### src/rtl/sbm_pkg.sv
// Shared types for the serial register bus master.
package sbm_pkg;
    typedef enum logic [2:0] {
        ST_IDLE, ST_PREP, ST_WAIT, ST_TRST, ST_EN, ST_BLO, ST_BHI
    } sbm_state_e;

    typedef enum logic [1:0] {
        PH_PAY, PH_DIR, PH_RX
    } sbm_phase_e;
endpackage

### src/rtl/sbm_timer.sv
// Loadable down-counter that times clock phases, wait windows and reset pulses.
// Assumes load_val fits in W bits; zero is high while the count is exhausted.
module sbm_timer #(
    parameter int W = 8
) (
    input  logic         clk,
    input  logic         rst_n,
    input  logic         load,
    input  logic [W-1:0] load_val,
    output logic         zero
);
    logic [W-1:0] cnt;

    // Count down to zero and hold there unless reloaded.
    always_ff @(posedge clk) begin
        if (!rst_n)          cnt <= '0;
        else if (load)       cnt <= load_val;
        else if (cnt != '0)  cnt <= cnt - 1'b1;
    end

    assign zero = (cnt == '0);

    // a running count falls by exactly one per cycle, giving fixed phase lengths
    p_tmr_step_r4: assert property (@(posedge clk) disable iff (!rst_n)
        (!load && cnt != '0) |=> (cnt == $past(cnt) - 1'b1));
endmodule

### src/rtl/sbm_shifter.sv
// Transmit shift register (MSB out first) and receive shift register (first bit
// ends up as MSB). Assumes TXW >= 2 and that load and shift are never requested together.
module sbm_shifter #(
    parameter int TXW = 35,
    parameter int RXW = 32
) (
    input  logic           clk,
    input  logic           rst_n,
    input  logic           tx_load,
    input  logic [TXW-1:0] tx_val,
    input  logic           tx_shift,
    output logic           tx_msb,
    output logic           tx_next,
    input  logic           rx_clr,
    input  logic           rx_shift,
    input  logic           rx_bit,
    output logic [RXW-1:0] rx_data
);
    logic [TXW-1:0] tx_q;

    // Hold the outgoing bit string and move it towards the MSB end.
    always_ff @(posedge clk) begin
        if (!rst_n)        tx_q <= '0;
        else if (tx_load)  tx_q <= tx_val;
        else if (tx_shift) tx_q <= {tx_q[TXW-2:0], 1'b0};
    end

    // Collect incoming bits, the earliest landing in the MSB.
    always_ff @(posedge clk) begin
        if (!rst_n)        rx_data <= '0;
        else if (rx_clr)   rx_data <= '0;
        else if (rx_shift) rx_data <= {rx_data[RXW-2:0], rx_bit};
    end

    assign tx_msb  = tx_q[TXW-1];
    assign tx_next = tx_q[TXW-2];

    // the controller never loads and shifts the payload in one cycle
    p_load_shift_excl_r5: assert property (@(posedge clk) disable iff (!rst_n)
        !(tx_load && tx_shift));
endmodule

### src/rtl/serial_reg_master.sv
// Serial register bus master: turns one read/write request into the
// clock/enable/data waveform of a three-wire register bus.
// Assumes ser_in and tgt_ready are already synchronous to clk, HALF_CYC >= 1,
// RDY_TIMEOUT >= 1 and RST_CYC >= 1. Request fields are sampled at acceptance only.
module serial_reg_master
    import sbm_pkg::*;
#(
    parameter int ADDR_W      = 3,
    parameter int DATA_W      = 32,
    parameter int HALF_CYC    = 250,
    parameter int RDY_TIMEOUT = 1000,
    parameter int RDY_TRIES   = 3,
    parameter int RST_CYC     = 4
) (
    input  logic              clk,
    input  logic              rst_n,
    input  logic              req_valid,
    output logic              req_ready,
    input  logic              req_write,
    input  logic [ADDR_W-1:0] req_addr,
    input  logic [DATA_W-1:0] req_wdata,
    output logic              done,
    output logic [DATA_W-1:0] done_rdata,
    output logic              done_err,
    output logic              tgt_reset,
    output logic              ser_clk,
    output logic              ser_en,
    output logic              ser_out,
    input  logic              ser_in,
    input  logic              tgt_ready
);
    localparam int TXW  = DATA_W + ADDR_W;
    localparam int CW   = $clog2(TXW + 1);
    localparam int TRW  = $clog2(RDY_TRIES + 1);
    localparam int TM1  = (HALF_CYC > RDY_TIMEOUT) ? HALF_CYC : RDY_TIMEOUT;
    localparam int TMAX = (TM1 > RST_CYC) ? TM1 : RST_CYC;
    localparam int TW   = $clog2(TMAX + 1);

    localparam logic [TW-1:0] T_HALF = TW'(HALF_CYC - 1);
    localparam logic [TW-1:0] T_WAIT = TW'(RDY_TIMEOUT - 1);
    localparam logic [TW-1:0] T_RST  = TW'(RST_CYC - 1);

    sbm_state_e       st, st_n;
    sbm_phase_e       ph, ph_n;
    logic [CW-1:0]    bits, bits_n;
    logic [TRW-1:0]   tries, tries_n;
    logic             clk_q, clk_n, en_q, en_n, di_q, di_n;
    logic             wr_q, wr_n, done_q, done_n, err_q, err_n;

    logic             tmr_load, tmr_zero;
    logic [TW-1:0]    tmr_val;
    logic             tx_load, tx_shift, tx_msb, tx_next, rx_clr, rx_shift;
    logic [TXW-1:0]   tx_val;
    logic [DATA_W-1:0] rx_data;

    sbm_timer #(.W(TW)) u_timer (
        .clk(clk), .rst_n(rst_n), .load(tmr_load), .load_val(tmr_val), .zero(tmr_zero)
    );

    sbm_shifter #(.TXW(TXW), .RXW(DATA_W)) u_shifter (
        .clk(clk), .rst_n(rst_n),
        .tx_load(tx_load), .tx_val(tx_val), .tx_shift(tx_shift),
        .tx_msb(tx_msb), .tx_next(tx_next),
        .rx_clr(rx_clr), .rx_shift(rx_shift), .rx_bit(ser_in), .rx_data(rx_data)
    );

    // Sequence decisions: next state, next pin levels and datapath strobes.
    always_comb begin
        st_n = st;  ph_n = ph;  bits_n = bits;  tries_n = tries;
        clk_n = clk_q;  en_n = en_q;  di_n = di_q;  wr_n = wr_q;
        done_n = 1'b0;  err_n = 1'b0;
        tmr_load = 1'b0;  tmr_val = '0;
        tx_load = 1'b0;  tx_val = '0;  tx_shift = 1'b0;
        rx_clr = 1'b0;  rx_shift = 1'b0;
        unique case (st)
            ST_IDLE: if (req_valid) begin
                wr_n    = req_write;
                tx_load = 1'b1;
                tx_val  = req_write ? {req_wdata, req_addr} : {req_addr, {DATA_W{1'b0}}};
                bits_n  = req_write ? CW'(TXW) : CW'(ADDR_W);
                clk_n = 1'b0;  en_n = 1'b0;  di_n = 1'b0;
                tries_n = '0;
                rx_clr  = 1'b1;
                st_n    = ST_PREP;
            end
            ST_PREP: begin
                tmr_load = 1'b1;  tmr_val = T_WAIT;  st_n = ST_WAIT;
            end
            ST_WAIT: if (tgt_ready) begin
                en_n = 1'b1;  ph_n = PH_PAY;  st_n = ST_EN;
            end else if (tmr_zero) begin
                tries_n  = tries + 1'b1;
                tmr_load = 1'b1;  tmr_val = T_RST;  st_n = ST_TRST;
            end
            ST_TRST: if (tmr_zero) begin
                if (tries == TRW'(RDY_TRIES)) begin
                    done_n = 1'b1;  err_n = 1'b1;  st_n = ST_IDLE;
                end else begin
                    tmr_load = 1'b1;  tmr_val = T_WAIT;  st_n = ST_WAIT;
                end
            end
            ST_EN: begin
                di_n = tx_msb;  clk_n = 1'b0;
                tmr_load = 1'b1;  tmr_val = T_HALF;  st_n = ST_BLO;
            end
            ST_BLO: if (tmr_zero) begin
                clk_n = 1'b1;
                tmr_load = 1'b1;  tmr_val = T_HALF;  st_n = ST_BHI;
            end
            ST_BHI: if (tmr_zero) begin
                unique case (ph)
                    PH_PAY: begin
                        tx_shift = 1'b1;
                        bits_n   = bits - 1'b1;
                        clk_n    = 1'b0;
                        tmr_load = 1'b1;  tmr_val = T_HALF;  st_n = ST_BLO;
                        if (bits == CW'(1)) begin
                            ph_n = PH_DIR;  en_n = 1'b0;  di_n = wr_q;
                        end else begin
                            di_n = tx_next;
                        end
                    end
                    PH_DIR: begin
                        di_n = 1'b0;
                        if (wr_q) begin
                            done_n = 1'b1;  st_n = ST_IDLE;
                        end else begin
                            ph_n = PH_RX;  bits_n = CW'(DATA_W);  clk_n = 1'b0;
                            tmr_load = 1'b1;  tmr_val = T_HALF;  st_n = ST_BLO;
                        end
                    end
                    PH_RX: begin
                        rx_shift = 1'b1;
                        bits_n   = bits - 1'b1;
                        if (bits == CW'(1)) begin
                            done_n = 1'b1;  st_n = ST_IDLE;
                        end else begin
                            clk_n = 1'b0;
                            tmr_load = 1'b1;  tmr_val = T_HALF;  st_n = ST_BLO;
                        end
                    end
                    default: st_n = ST_IDLE;
                endcase
            end
            default: st_n = ST_IDLE;
        endcase
    end

    // Register the sequence state and every pin level.
    always_ff @(posedge clk) begin
        if (!rst_n) begin
            st <= ST_IDLE;  ph <= PH_PAY;  bits <= '0;  tries <= '0;
            clk_q <= 1'b0;  en_q <= 1'b0;  di_q <= 1'b0;
            wr_q <= 1'b0;  done_q <= 1'b0;  err_q <= 1'b0;
        end else begin
            st <= st_n;  ph <= ph_n;  bits <= bits_n;  tries <= tries_n;
            clk_q <= clk_n;  en_q <= en_n;  di_q <= di_n;
            wr_q <= wr_n;  done_q <= done_n;  err_q <= err_n;
        end
    end

    assign req_ready  = (st == ST_IDLE);
    assign tgt_reset  = (st == ST_TRST);
    assign ser_clk    = clk_q;
    assign ser_en     = en_q;
    assign ser_out    = di_q;
    assign done       = done_q;
    assign done_err   = err_q;
    assign done_rdata = rx_data;

    // no bus activity while waiting for the target
    p_quiet_wait_r2: assert property (@(posedge clk) disable iff (!rst_n)
        (st == ST_WAIT) |-> (!ser_clk && !ser_en && !ser_out));
    // reset request only with all outgoing wires low
    p_rst_lines_low_r3: assert property (@(posedge clk) disable iff (!rst_n)
        tgt_reset |-> (!ser_clk && !ser_en && !ser_out));
    // attempt count never passes its limit
    p_tries_bound_r3: assert property (@(posedge clk) disable iff (!rst_n)
        tries <= TRW'(RDY_TRIES));
    // enable rises only while the bus clock is low
    p_en_rise_clk_low_r4: assert property (@(posedge clk) disable iff (!rst_n)
        $rose(ser_en) |-> !ser_clk);
    // completion is a single-cycle pulse
    p_done_single_r8: assert property (@(posedge clk) disable iff (!rst_n)
        done |=> !done);
    // error flag only with completion
    p_err_with_done_r8: assert property (@(posedge clk) disable iff (!rst_n)
        done_err |-> done);
    // completion cycle already accepts the next request
    p_done_ready_r9: assert property (@(posedge clk) disable iff (!rst_n)
        done |-> req_ready);
endmodule

### config.mk
export PLATFORM = sky130hd
export DESIGN_NAME = serial_reg_master
export DESIGN_NICKNAME = d
export VERILOG_FILES = /design/src/rtl/sbm_pkg.sv /design/src/rtl/sbm_timer.sv /design/src/rtl/sbm_shifter.sv /design/src/rtl/serial_reg_master.sv
export SDC_FILE = /design/constraint.sdc
export NUM_CORES = 1
export LEC_CHECK = 0
export ABC_AREA = 1
export BUFFER_PORTS_ARGS = -buffer_cell sky130_fd_sc_hd__buf_2
export CORE_MARGIN = 3
export CORE_UTILIZATION = 45
export DETAILED_ROUTE_END_ITERATION = 10
export GPL_TIMING_DRIVEN = 1
export PLACE_DENSITY = 0.72
export SETUP_SLACK_MARGIN = 0.4
export SLEW_MARGIN = 20
export SYNTH_ARGS = -nofsm -noshare
export SYNTH_HDL_FRONTEND = slang
export SYNTH_SLANG_ARGS = --single-unit
export TNS_END_PERCENT = 50
### constraint.sdc
create_clock -name clk -period 2.1 [get_ports clk]
set_input_delay 0.105 -clock clk [delete_from_list [all_inputs] [get_ports clk]]
set_output_delay 0.105 -clock clk [all_outputs]
set_load 0.05 [all_outputs]
; Word level (Yosys, flattened, before mapping)
; Index checks and enable logic that the tools add are counted.
[op_classes]
addsub = 3
n_reduce_logical = 24
muxes = 84
bitwise_logic = 1
eq_ne = 26
[op_table]
columns = cell, n
row1 = $mux 35, 5
row2 = $pmux 10 s6, 1
row3 = $mux 10, 4
row4 = $mux 8, 4
row5 = $mux 1, 31
row6 = $mux 3, 8
row7 = $mux 6, 4
row8 = $pmux 6 s2, 2
row9 = $pmux 8 s3, 1
row10 = $pmux 3 s7, 1
row11 = $mux 2, 10
row12 = $ne 2x2->1 const B, 7
row13 = $ne 3x3->1 const B, 4
row14 = $pmux 1 s3, 4
row15 = $pmux 2 s2, 3
row16 = $reduce_and 6->1, 2
row17 = $logic_not 10->1, 1
row18 = $reduce_and 5->1, 2
row19 = $reduce_bool 10->1, 1
row20 = $reduce_bool 2->1, 5
row21 = $sub 10x1->10 const B, 1
row22 = $eq 3x3->1 const B, 3
row23 = $pmux 3 s3, 1
row24 = $reduce_and 4->1, 2
row25 = other kinds (22), 31
[totals]
input_bits = 41
out_inout_bits = 39
wordCells = 151
register_bits = 96

; Depth between registers and ports, before layout
[logic_depth]
word_depth = 6
ltp_mapped = 13
ltp_nobuf = 13

; By module
; A second synthesis with hierarchy kept.
[unflattened]
cells_unflattened = 823
area_unflattened_um2 = 5275.1
[modules_own_cells]
columns = module, cells_each, area_per_inst_um2, seq_area_each_um2, instances
row1 = sbm_shifter, 402, 2851.5, 1341.3, 1
row2 = serial_reg_master, 299, 1706.6, 380.4, 1
row3 = sbm_timer, 122, 716.9, 200.2, 1

; Worst setup path before layout
; No wires, ideal clock.
[synth_path]
path_type = reg-to-reg
from = register st[0]
to = register u_timer.cnt[5]
path_stages_with_launch = 12
required_ps = 1972
arrival_time_ps = 1637
slack_ps = 335
path_buffers = 0
setup_time_ps = 128
synth_period_minus_slack_ps = 1765
cell_sequence = dfxtp_1 -> nand2_1 -> nor2_2 -> inv_2 -> nor2_2 -> inv_1 -> nand3_2 -> nand2_2 -> nand3_1 -> nand2_1 -> nand2_1 -> nor2_1
[synth_between]
elab_cells_between_ends = 11
classes_between = eq/ne: 6 / mux: 3 / reduce/logical: 2
[synth_lines]
columns = item, line_no
row1 = "start, declared", serial_reg_master.sv:43  ; sbm_state_e st, st_n;
row2 = "start signal, assigned", serial_reg_master.sv:156  ; st <= st_n; ph <= ph_n; bits <= bits_n; tries <= tries_n;
row3 = $eq 3x2->1 *, --
row4 = net tgt_reset, serial_reg_master.sv:25  ; output logic tgt_reset,
row5 = $pmux 10 s6 / $pmux 1 s5 (equally long branches), serial_reg_master.sv:75  ; unique case (st)
row6 = $mux 10 / $reduce_bool 2->1 (equally long branches), --
row7 = "end signal, assigned", sbm_timer.sv:17  ; else if (load) cnt <= load_val;
row8 = "end signal, assigned", sbm_timer.sv:18  ; else if (cnt != '0) cnt <= cnt - 1'b1;
row9 = "end, declared", sbm_timer.sv:12  ; logic [W-1:0] cnt;
; The timed path passes the listed nets; every way through them passes the cells marked *.
; A chain may end at the register's enable or synchronous reset.

; Final worst setup path
[layout_path]
from = register u_timer.cnt[1]
to = register u_shifter.tx_q[3]
[layout_between]
elab_chain_cells = 4
[layout_lines]
columns = item, line_no
row1 = $logic_not 10->1, sbm_timer.sv:21  ; assign zero = (cnt == '0);
row2 = $mux 1, serial_reg_master.sv:110  ; ST_BHI: if (tmr_zero) begin
row3 = $mux 1, serial_reg_master.sv:75
row4 = $reduce_bool 2->1 (no source line), --
row5 = "end signal, assigned", sbm_shifter.sv:24  ; else if (tx_load) tx_q <= tx_val;
row6 = "end signal, assigned", sbm_shifter.sv:25  ; else if (tx_shift) tx_q <= {tx_q[TXW-2:0], 1'b0};
row7 = "end, declared", sbm_shifter.sv:19  ; logic [TXW-1:0] tx_q;
; Every way passes these cells.

==> impl_metrics.json <==
{
  "cts_tree": "yes",
  "design_area_um2": 6610,
  "synth-main-ff-cell": "dfxtp_1",
  "setup_viol": 0,
  "synth_area_um2": 4830,
  "reg2reg_to": "u_shifter.tx_q[3]$_SDFFE_PN0P_",
  "finalCriticalPeriod_ns": 1.89,
  "critPathTopFamily": "simple AND/OR/NAND/NOR gates",
  "synthCells": 640,
  "startpoint_type": "flip-flop",
  "holdPathEnd": "u_shifter.tx_q[7]$_SDFFE_PN0P_",
  "synthTopCellsByCount": "nand2_1 (123), nor2_1 (107), dfxtp_1 (96)",
  "cts_root_buf": "clkbuf_8",
  "numPortBuffers": 79,
  "p_comb_frac": 0.544,
  "hold_violations": 1,
  "slew_violations": 0,
  "grt_pass1_wl_um": 21400,
  "start_util": 0.466,
  "synth_area_per_cell_um2": 7.55,
  "hold_ws_ns": -0.00210,
  "tightest_slew_ns": 0.448,
  "clkLatencyLatePin_ns": 0.39,
  "end_kind": "flip-flop",
  "max-vdd-ir-drop_v": 0.000688,
  "seqPwrFrac": 0.299,
  "maxSlewHeadroom": 0.701,
  "critical_path_class": "reg -> reg",
  "dr.pass1.iters": 4,
  "drt-initial-drc-count": 340,
  "cp.required_ns": 2.38,
  "netlist_top_cells_area": "dfxtp_1 (40%), nand2_1 (9.6%), nor2_1 (8.3%), nor4_1 (4.5%), a311oi_1 (4.4%)",
  "p_int_w": 0.00472,
  "run_status": "finished, violations left",
  "die_width_um": 110,
  "synth_top_area_share": 0.398,
  "yosys_warnings": 0,
  "dieArea_um2": 12000,
  "max_freq_mhz": 529,
  "wl_um": 13800,
  "drc": 0,
  "synth_edf_count": 0,
  "slowest_stage": "dfxtp_2",
  "yosysSeqAreaShare": 0.398,
  "finalSetupTns_ns": 0,
  "htree_num_levels": 3,
  "wl_per_cell_um": 15.4,
  "grt_max_degree": 37,
  "grt_remaining_overflow": 0,
  "yosysTopAreaCell": "dfxtp_1",
  "hpwl_um": 7860,
  "hold_start": "req_wdata[4]",
  "syn_to_final_growth_pct": 36.8,
  "ant_nets": 0,
  "num_vias": 4951,
  "period_share": 0.900,
  "core_um2": 10400,
  "violations": "hold timing",
  "synth_most_common_cell": "nand2_1",
  "p_leak_nw": 2.77,
  "synth_cell_types": 41,
  "grt_antenna_before_repair": 0,
  "final_net_count": 806,
  "max_cap_viol_count": 0,
  "numCtsBuffers": 9,
  "syn_nets": 690,
  "first_global_vias": 4688,
  "rrSetupSlack_ns": 0.21,
  "num_io_pins": 80,
  "path_cells": "inv_2 > ha_4 > inv_2 > nor2_4 > nand3_4 > nor2_8 > buf_6 > nand3_4 > nand2_4 > buf_12 > buf_16 > nor2_2 > a311oi_1",
  "p_sw_frac": 0.451,
  "rr_startpoint": "u_timer.cnt[1]$_SDFFE_PN0P_",
  "viasPerCell": 5.52,
  "drive_above_1_share": 0.357,
  "async_flop_share": 0,
  "cts.sinks": 96,
  "hold_path.class": "in -> reg",
  "worstPathArrival_ns": 2.17,
  "die_y_um": 110,
  "place_congestion": 0.914,
  "clkTransAtPathRegs_ns": 0.11,
  "cpPeakStageDelay_ns": 0.34,
  "skew_ns": 0.0183,
  "clockPowerShare": 0.157,
  "p_sw_w": 0.00387,
  "holdPathStages": 3,
  "ys_seq_elements": 96,
  "fp-row-count": 37,
  "path_max_fanout": 8,
  "ctsLongestPathBuffers": 2,
  "p_per_area_nw_per_um2": 1300,
  "grt.total_usage": 0.219,
  "crit_buf_inv": 5,
  "antenna_cells": 0,
  "rsz0062_at_grt": "true",
  "ff2ff_path_depth": 13,
  "place_area_um2": 5280
}
==> registers in the layout, summed over array words and instances (netlist names) <==
signal	cells
wr_q	1
done	1
u_shifter.tx_q	35
st	3
ser_clk	1
u_timer.cnt	10
ser_en	1
done_err	1
ser_out	1
tries	2
ph	2
u_shifter.rx_data	32
bits	6
==> worst register-to-register path: stages (launching register included) <==
cell      delay, ns
dfxtp_2        0.34
inv_2          0.08
ha_4           0.13
inv_2          0.04
nor2_4         0.13
nand3_4        0.11
nor2_8         0.13
buf_6          0.12
nand3_4        0.07
nand2_4        0.11
buf_12         0.13
buf_16         0.15
nor2_2         0.04
a311oi_1       0.23
==> timing repair <==
item,CTS,global route
pin swaps,14,32
gates cloned,6,5
setup endpoints to repair,87,93
gates resized for setup,32,101
endpoints found under the hold margin,16,0
buffers inserted,18,6
hold buffers,16,0
==> kinds of logic (layout without fill, tap and decap cells) <==
group,Yosys count,after routing,synth area share
xor+xnor,10,10,0.0181
simple gates,356,357,0.346
compound gates,84,84,0.124
buf+inv,83,203,0.0867
fa+ha+maj,9,9,0.0233
flops,96,96,0.398
mux,2,2,0.00440
==> worst max-delay path by stage <==
stage                                startpoint                               to  slack, ns  cells past startpoint
global placement    u_timer.cnt[0]$_SDFFE_PN0P_  u_shifter.tx_q[15]$_SDFFE_PN0P_       0.24                     11
detailed placement  u_timer.cnt[0]$_SDFFE_PN0P_  u_shifter.tx_q[14]$_SDFFE_PN0P_       0.07                     11
floorplan           u_timer.cnt[0]$_SDFFE_PN0P_             bits[5]$_SDFFE_PN0P_       0.42                     13
CTS                 u_timer.cnt[1]$_SDFFE_PN0P_  u_shifter.tx_q[25]$_SDFFE_PN0P_       0.22                     13
finish              u_timer.cnt[1]$_SDFFE_PN0P_   u_shifter.tx_q[3]$_SDFFE_PN0P_       0.21                     13
global route        u_timer.cnt[2]$_SDFFE_PN0P_               st[2]$_SDFFE_PN0P_       0.10                      9
==> metal layers <==
metal,GRT usage,vias to the layer above,share of wire
li1,-,2413,-
met1,0.284,2354,0.43
met2,0.363,161,0.50
met3,0.0341,23,0.048
met4,0.0899,0,0.014
met5,0,-,0
==> stage by stage <==
| stage | instances | setup WS (ns) | power, W | utilization |
|---|---|---|---|---|
| 3_3_place_gp | 830 | 0.237 | 0.00575 | 0.509 |
| 4_1_cts | 886 | 0.217 | 0.00788 | 0.584 |
| 3_5_place_dp | 830 | 0.0735 | 0.00587 | 0.509 |
| 2_1_floorplan | 640 | 0.416 | 0.00526 | - |
| 6_report | 897 | 0.211 | 0.00858 | 0.638 |
| 5_1_grt | 897 | 0.103 | 0.00917 | 0.638 |
==> cell usage in the layout (no fill, tap or decap), types with 7 or more instances in the layout <==
cell type      count
buf_2             79
nor2_4            28
inv_2             13
nand3_1           21
nor2_2            14
o21ai_0           20
dlygate4sd3_1     16
a21oi_1           22
buf_4             24
nand2_1          118
a311oi_2          16
xor2_1             9
buf_16             7
inv_1             29
nor3_2            17
clkbuf_8           9
buf_6              9
a311oi_1          15
nor3_1            20
nor4_1            30
nor2_1            80
dfxtp_1           90
==> cell type report <==
class | instances | area [um^2]
clock buffers | 9 | 124
clock inverters | 7 | 95.1
fillers | 864 | 3760
inverters | 46 | 181
multi-input cells | 462 | 2940
flip-flops and latches | 96 | 1930
well taps | 136 | 170
repair buffers | 141 | 1170
==> power by group through the flow <==
stage | Combinational, W | Sequential [W] | Clock, W
after detailed placement | 0.00334 | 0.00253 | 0
final | 0.00467 | 0.00257 | 0.00134
after floorplan | 0.00275 | 0.00251 | 0
after global placement | 0.00323 | 0.00253 | 0
after CTS | 0.00401 | 0.00251 | 0.00136
after global routing | 0.00512 | 0.00261 | 0.00144
(Power assumes the default switching activity.)
